==> src/rtl/pmw_pkg.sv <==
package pmw_pkg;

  typedef logic [7:0] pmw_byte_t;

  typedef enum logic [1:0] {
    PMW_SRC_NONE = 2'd0,
    PMW_SRC_PAGE = 2'd1,
    PMW_SRC_CFG  = 2'd2,
    PMW_SRC_WIN  = 2'd3
  } pmw_rd_src_e;

endpackage

==> src/rtl/pmw_addr_seq.sv <==
module pmw_addr_seq #(
  parameter int                  ADDR_W   = 8,
  parameter logic [ADDR_W-1:0]   NOINC_LO = 8'h16,
  parameter logic [ADDR_W-1:0]   NOINC_HI = 8'h1E
) (
  input  logic              clk,
  input  logic              rst_ni,
  input  logic              bus_wr,
  input  logic              bus_first,
  input  logic [ADDR_W-1:0] bus_addr,
  input  logic              autoinc_en,
  output logic [ADDR_W-1:0] eff_addr
);

  logic [ADDR_W-1:0] ptr_q, ptr_d;
  logic              in_hold_range;

  assign eff_addr      = bus_first ? bus_addr : ptr_q;
  assign in_hold_range = (eff_addr >= NOINC_LO) && (eff_addr <= NOINC_HI);

  always_comb begin
    ptr_d = ptr_q;
    if (bus_wr) begin
      if (autoinc_en && !in_hold_range) ptr_d = eff_addr + ADDR_W'(1);
      else                              ptr_d = eff_addr;
    end
  end

  always_ff @(posedge clk or negedge rst_ni) begin
    if (!rst_ni) ptr_q <= '0;
    else         ptr_q <= ptr_d;
  end

  AST_NOINC_HOLD: assert property (@(posedge clk) disable iff (!rst_ni)
    (bus_wr && in_hold_range) |=> (ptr_q == $past(eff_addr)));
  AST_NO_STEP_WHEN_OFF: assert property (@(posedge clk) disable iff (!rst_ni)
    (bus_wr && !autoinc_en) |=> (ptr_q == $past(eff_addr)));
  AST_IDLE_KEEPS_PTR: assert property (@(posedge clk) disable iff (!rst_ni)
    !bus_wr |=> $stable(ptr_q));

endmodule

==> src/rtl/pmw_ctrl_regs.sv <==
module pmw_ctrl_regs #(
  parameter int                ADDR_W    = 8,
  parameter int                NUM_PAGES = 6,
  parameter int                NUM_ENG   = 3,
  parameter logic [ADDR_W-1:0] PAGE_ADDR = 8'h4F,
  parameter logic [ADDR_W-1:0] CFG_ADDR  = 8'h0F,
  localparam int               PAGE_W    = $clog2(NUM_PAGES)
) (
  input  logic               clk,
  input  logic               rst_ni,
  input  logic               bus_wr,
  input  logic [ADDR_W-1:0]  eff_addr,
  input  pmw_pkg::pmw_byte_t bus_wdata,
  input  logic [NUM_ENG-1:0] eng_load,
  input  logic               eng_busy,
  output logic [PAGE_W-1:0]  page_q,
  output logic               autoinc_q,
  output logic               gate_open
);

  logic [PAGE_W-1:0] page_d;
  logic              autoinc_d;
  logic              page_wr, page_ok, cfg_wr;

  assign page_wr   = bus_wr && (eff_addr == PAGE_ADDR);
  assign page_ok   = bus_wdata < pmw_pkg::pmw_byte_t'(NUM_PAGES);
  assign cfg_wr    = bus_wr && (eff_addr == CFG_ADDR);
  assign gate_open = (|eng_load) && !eng_busy;

  always_comb begin
    page_d    = page_q;
    autoinc_d = autoinc_q;
    if (page_wr && page_ok) page_d    = bus_wdata[PAGE_W-1:0];
    if (cfg_wr)             autoinc_d = bus_wdata[0];
  end

  always_ff @(posedge clk or negedge rst_ni) begin
    if (!rst_ni) begin
      page_q    <= '0;
      autoinc_q <= 1'b0;
    end else begin
      page_q    <= page_d;
      autoinc_q <= autoinc_d;
    end
  end

  AST_PAGE_RANGE: assert property (@(posedge clk) disable iff (!rst_ni)
    (page_q < PAGE_W'(NUM_PAGES)));
  AST_PAGE_IGNORE: assert property (@(posedge clk) disable iff (!rst_ni)
    (page_wr && !page_ok) |=> $stable(page_q));
  AST_PAGE_UNGATED: assert property (@(posedge clk) disable iff (!rst_ni)
    (page_wr && page_ok) |=> (page_q == $past(bus_wdata[PAGE_W-1:0])));

endmodule

==> src/rtl/pmw_store.sv <==
module pmw_store #(
  parameter int                ADDR_W     = 8,
  parameter int                NUM_PAGES  = 6,
  parameter int                PAGE_WORDS = 16,
  parameter int                INSTR_W    = 16,
  parameter logic [ADDR_W-1:0] WIN_BASE   = 8'h50,
  localparam int               PAGE_W     = $clog2(NUM_PAGES),
  localparam int               DEPTH      = NUM_PAGES * PAGE_WORDS,
  localparam int               IDX_W      = $clog2(DEPTH),
  localparam int               WIN_BYTES  = 2 * PAGE_WORDS,
  localparam int               WOFF_W     = $clog2(WIN_BYTES),
  localparam int               HALF_W     = INSTR_W / 2
) (
  input  logic               clk,
  input  logic               rst_ni,
  input  logic               bus_wr,
  input  logic [ADDR_W-1:0]  eff_addr,
  input  logic [HALF_W-1:0]  bus_wdata,
  input  logic               gate_open,
  input  logic [PAGE_W-1:0]  page,
  input  logic [ADDR_W-1:0]  rd_addr,
  output logic               rd_hit,
  output logic [HALF_W-1:0]  rd_byte,
  input  logic               fetch_en,
  input  logic [IDX_W-1:0]   fetch_idx,
  output logic [INSTR_W-1:0] fetch_data
);

  localparam logic [ADDR_W-1:0] WIN_END = ADDR_W'(int'(WIN_BASE) + WIN_BYTES - 1);

  logic [DEPTH-1:0][INSTR_W-1:0] mem_q;
  logic [DEPTH-1:0]              word_we;
  logic [HALF_W-1:0]             stage_q, stage_d;
  logic [INSTR_W-1:0]            fetch_d;
  logic                          wr_hit, wr_ok, commit;
  logic [WOFF_W-1:0]             wr_off, rd_off;
  logic [IDX_W-1:0]              wr_idx, rd_idx;
  logic [INSTR_W-1:0]            rd_word;

  // write side: window decode, gate, stage the even byte
  assign wr_hit = (eff_addr >= WIN_BASE) && (eff_addr <= WIN_END);
  assign wr_off = WOFF_W'(eff_addr - WIN_BASE);
  assign wr_ok  = bus_wr && wr_hit && gate_open;
  assign commit = wr_ok && wr_off[0];
  assign wr_idx = IDX_W'(page) * IDX_W'(PAGE_WORDS) + IDX_W'(wr_off[WOFF_W-1:1]);

  always_comb begin
    stage_d = stage_q;
    if (wr_ok && !wr_off[0]) stage_d = bus_wdata;
  end

  for (genvar gi = 0; gi < DEPTH; gi++) begin : g_we
    assign word_we[gi] = commit && (wr_idx == IDX_W'(gi));
  end

  always_ff @(posedge clk or negedge rst_ni) begin
    if (!rst_ni) begin
      stage_q <= '0;
      mem_q   <= '0;
    end else begin
      stage_q <= stage_d;
      for (int i = 0; i < DEPTH; i++) begin
        if (word_we[i]) mem_q[i] <= {stage_q, bus_wdata};
      end
    end
  end

  // read side: window view of the selected page
  assign rd_hit  = (rd_addr >= WIN_BASE) && (rd_addr <= WIN_END);
  assign rd_off  = WOFF_W'(rd_addr - WIN_BASE);
  assign rd_idx  = IDX_W'(page) * IDX_W'(PAGE_WORDS) + IDX_W'(rd_off[WOFF_W-1:1]);
  assign rd_word = mem_q[rd_idx];
  assign rd_byte = rd_off[0] ? rd_word[HALF_W-1:0] : rd_word[INSTR_W-1:HALF_W];

  // engine fetch port
  always_comb begin
    fetch_d = fetch_data;
    if (fetch_en) fetch_d = (fetch_idx < IDX_W'(DEPTH)) ? mem_q[fetch_idx] : '0;
  end

  always_ff @(posedge clk or negedge rst_ni) begin
    if (!rst_ni) fetch_data <= '0;
    else         fetch_data <= fetch_d;
  end

  AST_GATE_CLOSED_KEEPS: assert property (@(posedge clk) disable iff (!rst_ni)
    !gate_open |=> $stable(mem_q));
  AST_EVEN_NO_COMMIT: assert property (@(posedge clk) disable iff (!rst_ni)
    (bus_wr && wr_hit && !wr_off[0]) |=> $stable(mem_q));
  AST_FETCH_OOR: assert property (@(posedge clk) disable iff (!rst_ni)
    (fetch_en && (fetch_idx >= IDX_W'(DEPTH))) |=> (fetch_data == '0));
  AST_FETCH_HOLD: assert property (@(posedge clk) disable iff (!rst_ni)
    !fetch_en |=> $stable(fetch_data));

endmodule

==> src/rtl/prog_mem_window.sv <==
module prog_mem_window #(
  parameter int                ADDR_W     = 8,
  parameter int                NUM_PAGES  = 6,
  parameter int                PAGE_WORDS = 16,
  parameter int                INSTR_W    = 16,
  parameter int                NUM_ENG    = 3,
  parameter logic [ADDR_W-1:0] WIN_BASE   = 8'h50,
  parameter logic [ADDR_W-1:0] PAGE_ADDR  = 8'h4F,
  parameter logic [ADDR_W-1:0] CFG_ADDR   = 8'h0F,
  parameter logic [ADDR_W-1:0] NOINC_LO   = 8'h16,
  parameter logic [ADDR_W-1:0] NOINC_HI   = 8'h1E,
  localparam int               PAGE_W     = $clog2(NUM_PAGES),
  localparam int               IDX_W      = $clog2(NUM_PAGES * PAGE_WORDS)
) (
  input  logic               clk,
  input  logic               rst_n,
  input  logic               bus_wr,
  input  logic               bus_first,
  input  logic [ADDR_W-1:0]  bus_addr,
  input  logic [7:0]         bus_wdata,
  input  logic [ADDR_W-1:0]  rd_addr,
  output logic [7:0]         rd_data,
  input  logic [NUM_ENG-1:0] eng_load,
  input  logic               eng_busy,
  input  logic               fetch_en,
  input  logic [IDX_W-1:0]   fetch_idx,
  output logic [INSTR_W-1:0] fetch_data
);

  import pmw_pkg::*;

  logic [1:0]        rst_sync_q;
  logic              rst_int_n;
  logic [ADDR_W-1:0] eff_addr;
  logic [PAGE_W-1:0] page_q;
  logic              autoinc_q, gate_open;
  logic              win_rd_hit;
  pmw_byte_t         win_rd_byte;
  pmw_rd_src_e       rd_src;

  // asynchronous assertion, synchronous release
  always_ff @(posedge clk or negedge rst_n) begin
    if (!rst_n) rst_sync_q <= 2'b00;
    else        rst_sync_q <= {rst_sync_q[0], 1'b1};
  end
  assign rst_int_n = rst_sync_q[1];

  pmw_addr_seq #(
    .ADDR_W   (ADDR_W),
    .NOINC_LO (NOINC_LO),
    .NOINC_HI (NOINC_HI)
  ) u_addr_seq (
    .clk        (clk),
    .rst_ni     (rst_int_n),
    .bus_wr     (bus_wr),
    .bus_first  (bus_first),
    .bus_addr   (bus_addr),
    .autoinc_en (autoinc_q),
    .eff_addr   (eff_addr)
  );

  pmw_ctrl_regs #(
    .ADDR_W    (ADDR_W),
    .NUM_PAGES (NUM_PAGES),
    .NUM_ENG   (NUM_ENG),
    .PAGE_ADDR (PAGE_ADDR),
    .CFG_ADDR  (CFG_ADDR)
  ) u_ctrl (
    .clk       (clk),
    .rst_ni    (rst_int_n),
    .bus_wr    (bus_wr),
    .eff_addr  (eff_addr),
    .bus_wdata (bus_wdata),
    .eng_load  (eng_load),
    .eng_busy  (eng_busy),
    .page_q    (page_q),
    .autoinc_q (autoinc_q),
    .gate_open (gate_open)
  );

  pmw_store #(
    .ADDR_W     (ADDR_W),
    .NUM_PAGES  (NUM_PAGES),
    .PAGE_WORDS (PAGE_WORDS),
    .INSTR_W    (INSTR_W),
    .WIN_BASE   (WIN_BASE)
  ) u_store (
    .clk        (clk),
    .rst_ni     (rst_int_n),
    .bus_wr     (bus_wr),
    .eff_addr   (eff_addr),
    .bus_wdata  (bus_wdata),
    .gate_open  (gate_open),
    .page       (page_q),
    .rd_addr    (rd_addr),
    .rd_hit     (win_rd_hit),
    .rd_byte    (win_rd_byte),
    .fetch_en   (fetch_en),
    .fetch_idx  (fetch_idx),
    .fetch_data (fetch_data)
  );

  always_comb begin
    if (win_rd_hit)                rd_src = PMW_SRC_WIN;
    else if (rd_addr == PAGE_ADDR) rd_src = PMW_SRC_PAGE;
    else if (rd_addr == CFG_ADDR)  rd_src = PMW_SRC_CFG;
    else                           rd_src = PMW_SRC_NONE;
  end

  always_comb begin
    case (rd_src)
      PMW_SRC_WIN:  rd_data = win_rd_byte;
      PMW_SRC_PAGE: rd_data = pmw_byte_t'(page_q);
      PMW_SRC_CFG:  rd_data = pmw_byte_t'(autoinc_q);
      default:      rd_data = '0;
    endcase
  end

  AST_CFG_READBACK: assert property (@(posedge clk) disable iff (!rst_int_n)
    (rd_addr == CFG_ADDR) |-> (rd_data[7:1] == 7'd0));
  AST_PAGE_READBACK: assert property (@(posedge clk) disable iff (!rst_int_n)
    (rd_addr == PAGE_ADDR) |-> (rd_data < 8'(NUM_PAGES)));

endmodule

==> config.mk <==
export PLATFORM = sky130hd
export DESIGN_NAME = prog_mem_window
export DESIGN_NICKNAME = d
export VERILOG_FILES = /design/src/rtl/pmw_pkg.sv /design/src/rtl/pmw_addr_seq.sv /design/src/rtl/pmw_ctrl_regs.sv /design/src/rtl/pmw_store.sv /design/src/rtl/prog_mem_window.sv
export SDC_FILE = /design/constraint.sdc
export NUM_CORES = 2
export LEC_CHECK = 0
export CELL_PAD_IN_SITES_DETAIL_PLACEMENT = 0
export CELL_PAD_IN_SITES_GLOBAL_PLACEMENT = 1
export CORE_MARGIN = 2
export CORE_UTILIZATION = 33
export CTS_BUF_LIST = sky130_fd_sc_hd__clkbuf_4 sky130_fd_sc_hd__clkbuf_8 sky130_fd_sc_hd__clkbuf_16
export CTS_CLUSTER_SIZE = 20
export DETAILED_ROUTE_END_ITERATION = 6
export DONT_BUFFER_PORTS = 1
export MAX_ROUTING_LAYER = met4
export PLACE_DENSITY_LB_ADDON = 0.1
export SYNTH_ARGS = -nofsm -noshare
export SYNTH_HDL_FRONTEND = slang
export SYNTH_SLANG_ARGS = --single-unit
==> constraint.sdc <==
create_clock -name clk -period 86.6 [get_ports clk]
set_input_delay 12.99 -clock clk [delete_from_list [all_inputs] [get_ports clk]]
set_output_delay 12.99 -clock clk [all_outputs]
set_load 0.05 [all_outputs]
---- Yosys cells after proc, flatten, opt, wreduce, memory -nomap -nowiden ----
Index checks and enable logic that the tools add are counted.
W data, S select, Z words.
cells by class
  add/subtract/negate cells ............... 5
  $lt $le $gt $ge ......................... 10
  equal/unequal tests ..................... 102
  muxes and demuxes ....................... 12
  reduce and logical (&&, ||, !) cells .... 113
operator list
  operator               count
  $bmux W16 S7           2
  $eq A7 B6 Y1 const B   32
  $eq A7 B7 Y1 const B   32
  $eq A7 B5 Y1 const B   16
  $logic_and A1 B1 Y1    108
  $eq A7 B4 Y1 const B   8
  $mux W16               3
  $eq A7 B3 Y1 const B   4
  $mux W8                3
  $pmux W8 S3            1
  $eq A8 B4 Y1 const B   2
  $eq A8 B7 Y1 const B   2
  $ge A8 B7 Y1 const B   2
  $le A8 B7 Y1 const B   2
  $lt A7 B8 Y1 const B   2
  $add A7 B4 Y7          2
  $eq A7 B2 Y1 const B   2
  $sub A5 B5 Y5 const B  2
  $add A8 B1 Y8 const B  1
  $ge A8 B5 Y1 const B   1
  $le A8 B5 Y1 const B   1
  $lt A8 B3 Y1 const B   1
  $eq A7 B1 Y1 const B   1
  $logic_not A7 Y1       1
  other kinds (6)        11
word-level totals
  flip-flop bits (word level) ............. 1,574
  input bits .............................. 40
  output and inout bits ................... 24
  word-level logic and storage cells ...... 344

---- Logic depth before layout (Yosys ltp) ----
  depth after elaboration ................. 7
  mapped depth ............................ 12

---- Hierarchy ----
Synthesis repeated with hierarchy kept, for this count alone.
unflattened totals
  cells, all modules ...................... 5,481
  area total of the unflattened synthesis .. 85,029.0 um2
by module, submodules not included
  module           times used  cells each  area an instance (um2)
  pmw_store        1           5,350       83,849.2
  pmw_addr_seq     1           92          797.0
  pmw_ctrl_regs    1           18          211.5
  prog_mem_window  1           21          171.4

---- Worst setup path after synthesis ----
No wires, ideal clock.
  path type ............................... in2out
  start point ............................. input port rd_addr[2]
  end point ............................... output port rd_data[2]
  data arrival time ....................... 15.937 ns
  required time ........................... 73.610 ns
  setup slack ............................. 57.673 ns
  stages on the path ...................... 10
  buffers on the path ..................... 4
  cells stage by stage .................... buf_2 buf_4 buf_2 buf_1 nor2_1 a221oi_1 o21ai_0 a21oi_1 nor3_1 a221oi_1
between the ends
  longest elaborated chain between the ends .. 6
  elaborated cells between the ends (all ways) .. 17
RTL lines
  what                                                              RTL line                                 text
  start, declared                                                   prog_mem_window.sv:21                    input logic [ADDR_W-1:0] rd_addr,
  $sub A5 B5 Y5 / $eq A8 B4 Y1 (equally long branches)              pmw_store.sv:70, prog_mem_window.sv:106
  $add A7 B4 Y7 / $mux W2 (equally long branches)                   pmw_store.sv:71, prog_mem_window.sv:106
  $bmux W16 S7 / $mux W2 (equally long branches)                    pmw_store.sv:72, prog_mem_window.sv:105
  $mux W16 (not written as such) / $mux W2 (equally long branches)  pmw_store.sv:72, prog_mem_window.sv:104
  $mux W8, or another cell as far along                             pmw_store.sv:73                          assign rd_byte = rd_off[0] ? rd_word[HALF_W-1:0] : rd_word[INSTR_W-1:HALF_W];
  $pmux W8 S3 (*)                                                   prog_mem_window.sv:111                   case (rd_src)
  end, declared                                                     prog_mem_window.sv:22                    output logic [7:0] rd_data,
Mark *: on every way between the ends. The rest lies on a longest branch, timed or not. The select of a mux whose other input is x is not followed.

---- Worst setup path after layout ----
  start point ............................. input port rd_addr[1]
  end point ............................... output port rd_data[7]
Same word-level chain as after synthesis.

==> metrics.md <==
| Metric | Value |
|---|---|
| Outcome | finished, final reports clean |
| Seq. cell area | approximately 40,000 um^2 |
| Largest net degree at the start of global routing | between 400 and 500 |
| CTS root buf | clkbuf_16 |
| Asr flop ratio synth | 100% |
| Leak pwr | between 40 and 50 nW |
| Via-to-Cell Ratio | roughly 6 |
| RSZ-0062 raised after global routing | false |
| Global-route wire length before repair | ~470,000 um |
| Top post-synthesis cells by area | dfrtp_1, mux4_2, mux2_2 |
| Fmax | 31.8 MHz |
| Reg2reg path depth | 7 |
| Critical path type | input pin to output pin |
| Clock buffer count from CTS | between 150 and 200 |
| Peak supply drop | between 0.02 and 0.025 mV |
| Slew @ Worst Pin | roughly 1.4 ns |
| CP endpoint kind | output pin |
| Seq/Total Area, Yosys | 46.1% |
| Area grow syn2layout | 10.9% |
| DRC Markers | 0 |
| CP max FO | 147 |
| First-pass DRT Iterations | 5 |
| Sink Count | between 1,500 and 2,000 |
| Critical Path Source Type | input pin |
| TNS Setup | 0 ns |
| WL per Instance | between 30 and 40 um |
| Total Routing Usage GR | about a quarter |
| Max clock buf depth | 3 |
| #FFs+latches synth | between 1,500 and 2,000 |
| Endpoints failing hold | 0 |
| Drt initial violations | around 4,400 |
| DRT Wirelength | ~340,000 um |
| Postcts setup bufs | 0 |
| Initial antenna violation count | 23 |
| MaxCap Viol Count | 0 |
| CP Cell Sequence | buf_16 -> buf_16 -> buf_16 -> mux4_2 -> a22o_1 -> o21ai_0 -> a31oi_1 -> a311oi_1 -> a211oi_4 |
| HPWL after DPL | between 150,000 and 200,000 um |
| Worst path slowest cell | buf_16 |
| Congestion Overflow GR | 0 |
| RR Startpoint | u_ctrl.page_q[1] |
| Rel. slew slack | between 8 and 9% |
| Vias in the first global route | ~53,000 |
| Delay of the slowest critical-path stage | about 0.92 ns |
| Reg2reg end | u_store.mem_q[517] |
| Post-Syn Area | roughly 85,000 um^2 |
| Share of cells above drive strength 1 | roughly half |
| Htree depth | 4 |
| Clk_skew | around 0.034 ns |
| Ys flop type | dfrtp_1 |
| Syn_area_per_cell | 16.0 um^2 |
| Syn_nets | around 5,400 |
| Pwr/cell area | around 19 nW/um^2 |
| Post-route ant nets | 0 |
| Total Power | ~1.8 mW |
| Multi-input logic area | ~43,000 um^2 |
| Worst Path Required | 73.61 ns |
| Fill count | around 24,000 |
| Die width | a little over 500 um |
| Worst-Skew Late Latency | roughly 0.85 ns |
| Synth top area share | 46.1% |
| Syn Inst Count | approximately 5,400 |
| PortBufs | 0 |
| FF-to-FF setup slack | between 80 and 90 ns |
| Quantity of hold-fixing buffers added after cts | 0 |
| Yosys warns | 0 |
| Worst-path clk slew | 0.06 ns |
| Top Ports | 64 |
| Die Height | between 500 and 600 um |
| Number of gates resized after CTS | 0 |
| Cell taking the most area after synthesis | dfrtp_1 |
| Final setup fails | 0 |
| Core area | 257,000 um^2 |
| Critical path depth in cells | 9 |
| Starting Density | between 30 and 40% |
| Delay-heaviest family, CP | compound AO/OA/AOI/OAI gates |
| Fin util | a little under two fifths |
| Placement Rows | about 190 |
| Layout Nets | 5,151 |
| Number of flops mapped to enable cells by yosys | 0 |
| Count of final max-slew check failures | 0 |
| CTS tree | done |
| Minimum clock period | between 30 and 40 ns |
| Post-synth cell types | between 70 and 80 |
| Gpl congestion | 0.860 |
| WP data arrival | ~18 ns |
| Die area | 263,000 um^2 |
| Via count | about 52,000 |
| Worst Hold Class | flip-flop to asynchronous set/reset pin |
| WP buf/inv | 3 |
| CP dominant cell by count | buf_16 |
| Final period util | 36.3% |
==> metal layers <==
layer	vias up	wire, um	global-route usage [%]
met4	0	11400	7.89
met1	29656	153000	36.6
met2	1615	158000	40.1
met5	-	0	-
li1	20499	-	-
met3	443	18300	4.53
==> power by group <==
group | total (mW) | switching, mW | internal [mW]
clock | 0.864 | 0.343 | 0.521
combinational | 0.140 | 0.0998 | 0.0400
sequential | 0.775 | 0.0301 | 0.745
==> worst register-to-register path, cell delays in order (launching register included) <==
cell and delay (ns):
dfrtp_1 0.33, buf_4 0.33, clkinv_1 0.62, nor3_4 0.98, nand2_2 0.87, nor2_2 0.79, buf_4 0.42, mux2_2 0.41
==> synthesized netlist by cell type (10+ instances only) <==
library cell / number
a221oi_1: 34
o221ai_1: 10
mux2_1: 345
clkbuf_1: 273
dfrtp_1: 1574
nand2_2: 11
o21ai_0: 28
nor3_1: 18
o32ai_1: 19
nor2_1: 30
inv_1: 23
mux2_2: 1217
nor2_4: 46
nor2_8: 48
buf_2: 88
a21oi_1: 57
nand2_1: 72
buf_6: 67
a22oi_1: 53
o211ai_1: 23
nand3_1: 14
buf_4: 71
mux2i_1: 188
mux4_2: 818
buf_1: 37
o22ai_1: 47
==> worst max-delay path by stage <==
stage / start / to / slack [ns]
global route: rd_addr[1] / rd_data[7] / 54.89
CTS: rd_addr[4] / rd_data[3] / 56.71
detailed placement: rd_addr[4] / rd_data[3] / 56.70
floorplan: rst_sync_q[1] / u_addr_seq.ptr_q[0] / 39.48
finish: rd_addr[1] / rd_data[7] / 55.17
global placement: rd_addr[4] / rd_data[3] / 56.63
==> placed cells by master, fill, tap and decap left out, types with 16 or more instances in the layout <==
master,Yosys,routed
o21ai_0,28,28
o22ai_1,47,47
nor2_8,48,48
clkbuf_4,0,43
a22oi_1,53,53
mux2i_1,188,188
dfrtp_1,1574,1565
clkbuf_16,0,200
inv_1,23,23
o32ai_1,19,19
clkinv_2,0,30
nor2_4,46,47
a21oi_1,57,55
nand2_1,72,71
clkbuf_8,0,49
mux4_2,818,818
buf_4,71,84
o211ai_1,23,23
mux2_2,1217,1217
nor3_1,18,16
a221oi_1,34,32
mux2_1,345,345
diode_2,0,18
nor2_1,30,28
==> cells by family after synthesis <==
logic type | count (synthesis) | share of synthesized area [%]
buffers and inverters | 563 | 3.51
AOI/OAI and AO/OA | 321 | 2.65
DFF | 1574 | 46.1
muxes | 2571 | 44.5
xor gates and xnor gates | 7 | 0.0718
and+or+nand+nor | 312 | 3.15
adders and majority gates | 2 | 0.0293
other | 1 | 0.00439
==> stage by stage <==
| step | instance area, um^2 | instances | hold slack (ns) | setup WS, ns |
|---|---|---|---|---|
| floorplan | 85400 | 5351 | 0.331 | 39.48 |
| global placement | 87600 | 8284 | 0.343 | 56.63 |
| detailed placement | 87600 | 8285 | 0.342 | 56.70 |
| CTS | 94300 | 8633 | 0.356 | 56.71 |
| global route | 94600 | 8657 | 0.368 | 54.89 |
| finish | 94700 | 8661 | 0.340 | 55.17 |
==> registers in the layout, indices dropped and copies added (netlist names) <==
| register | flops |
|---|---|
| rst_sync_q | 2 |
| u_addr_seq.ptr_q | 8 |
| u_ctrl.autoinc_q | 1 |
| u_ctrl.page_q | 3 |
| u_store.fetch_data | 16 |
| u_store.mem_q | 1536 |
| u_store.stage_q | 8 |
==> cell type report <==
cell class | instances | area share, %
inverter | 27 | 0.114
antenna | 18 | 0.0476
tap | 3384 | 4.47
clock buffer | 292 | 6.34
sequential | 1574 | 41.6
timing repair buffer | 96 | 0.999
clock inverter | 56 | 0.790
multi-input combinational | 3214 | 45.6
Note: power is estimated with default switching activity, not from simulation.
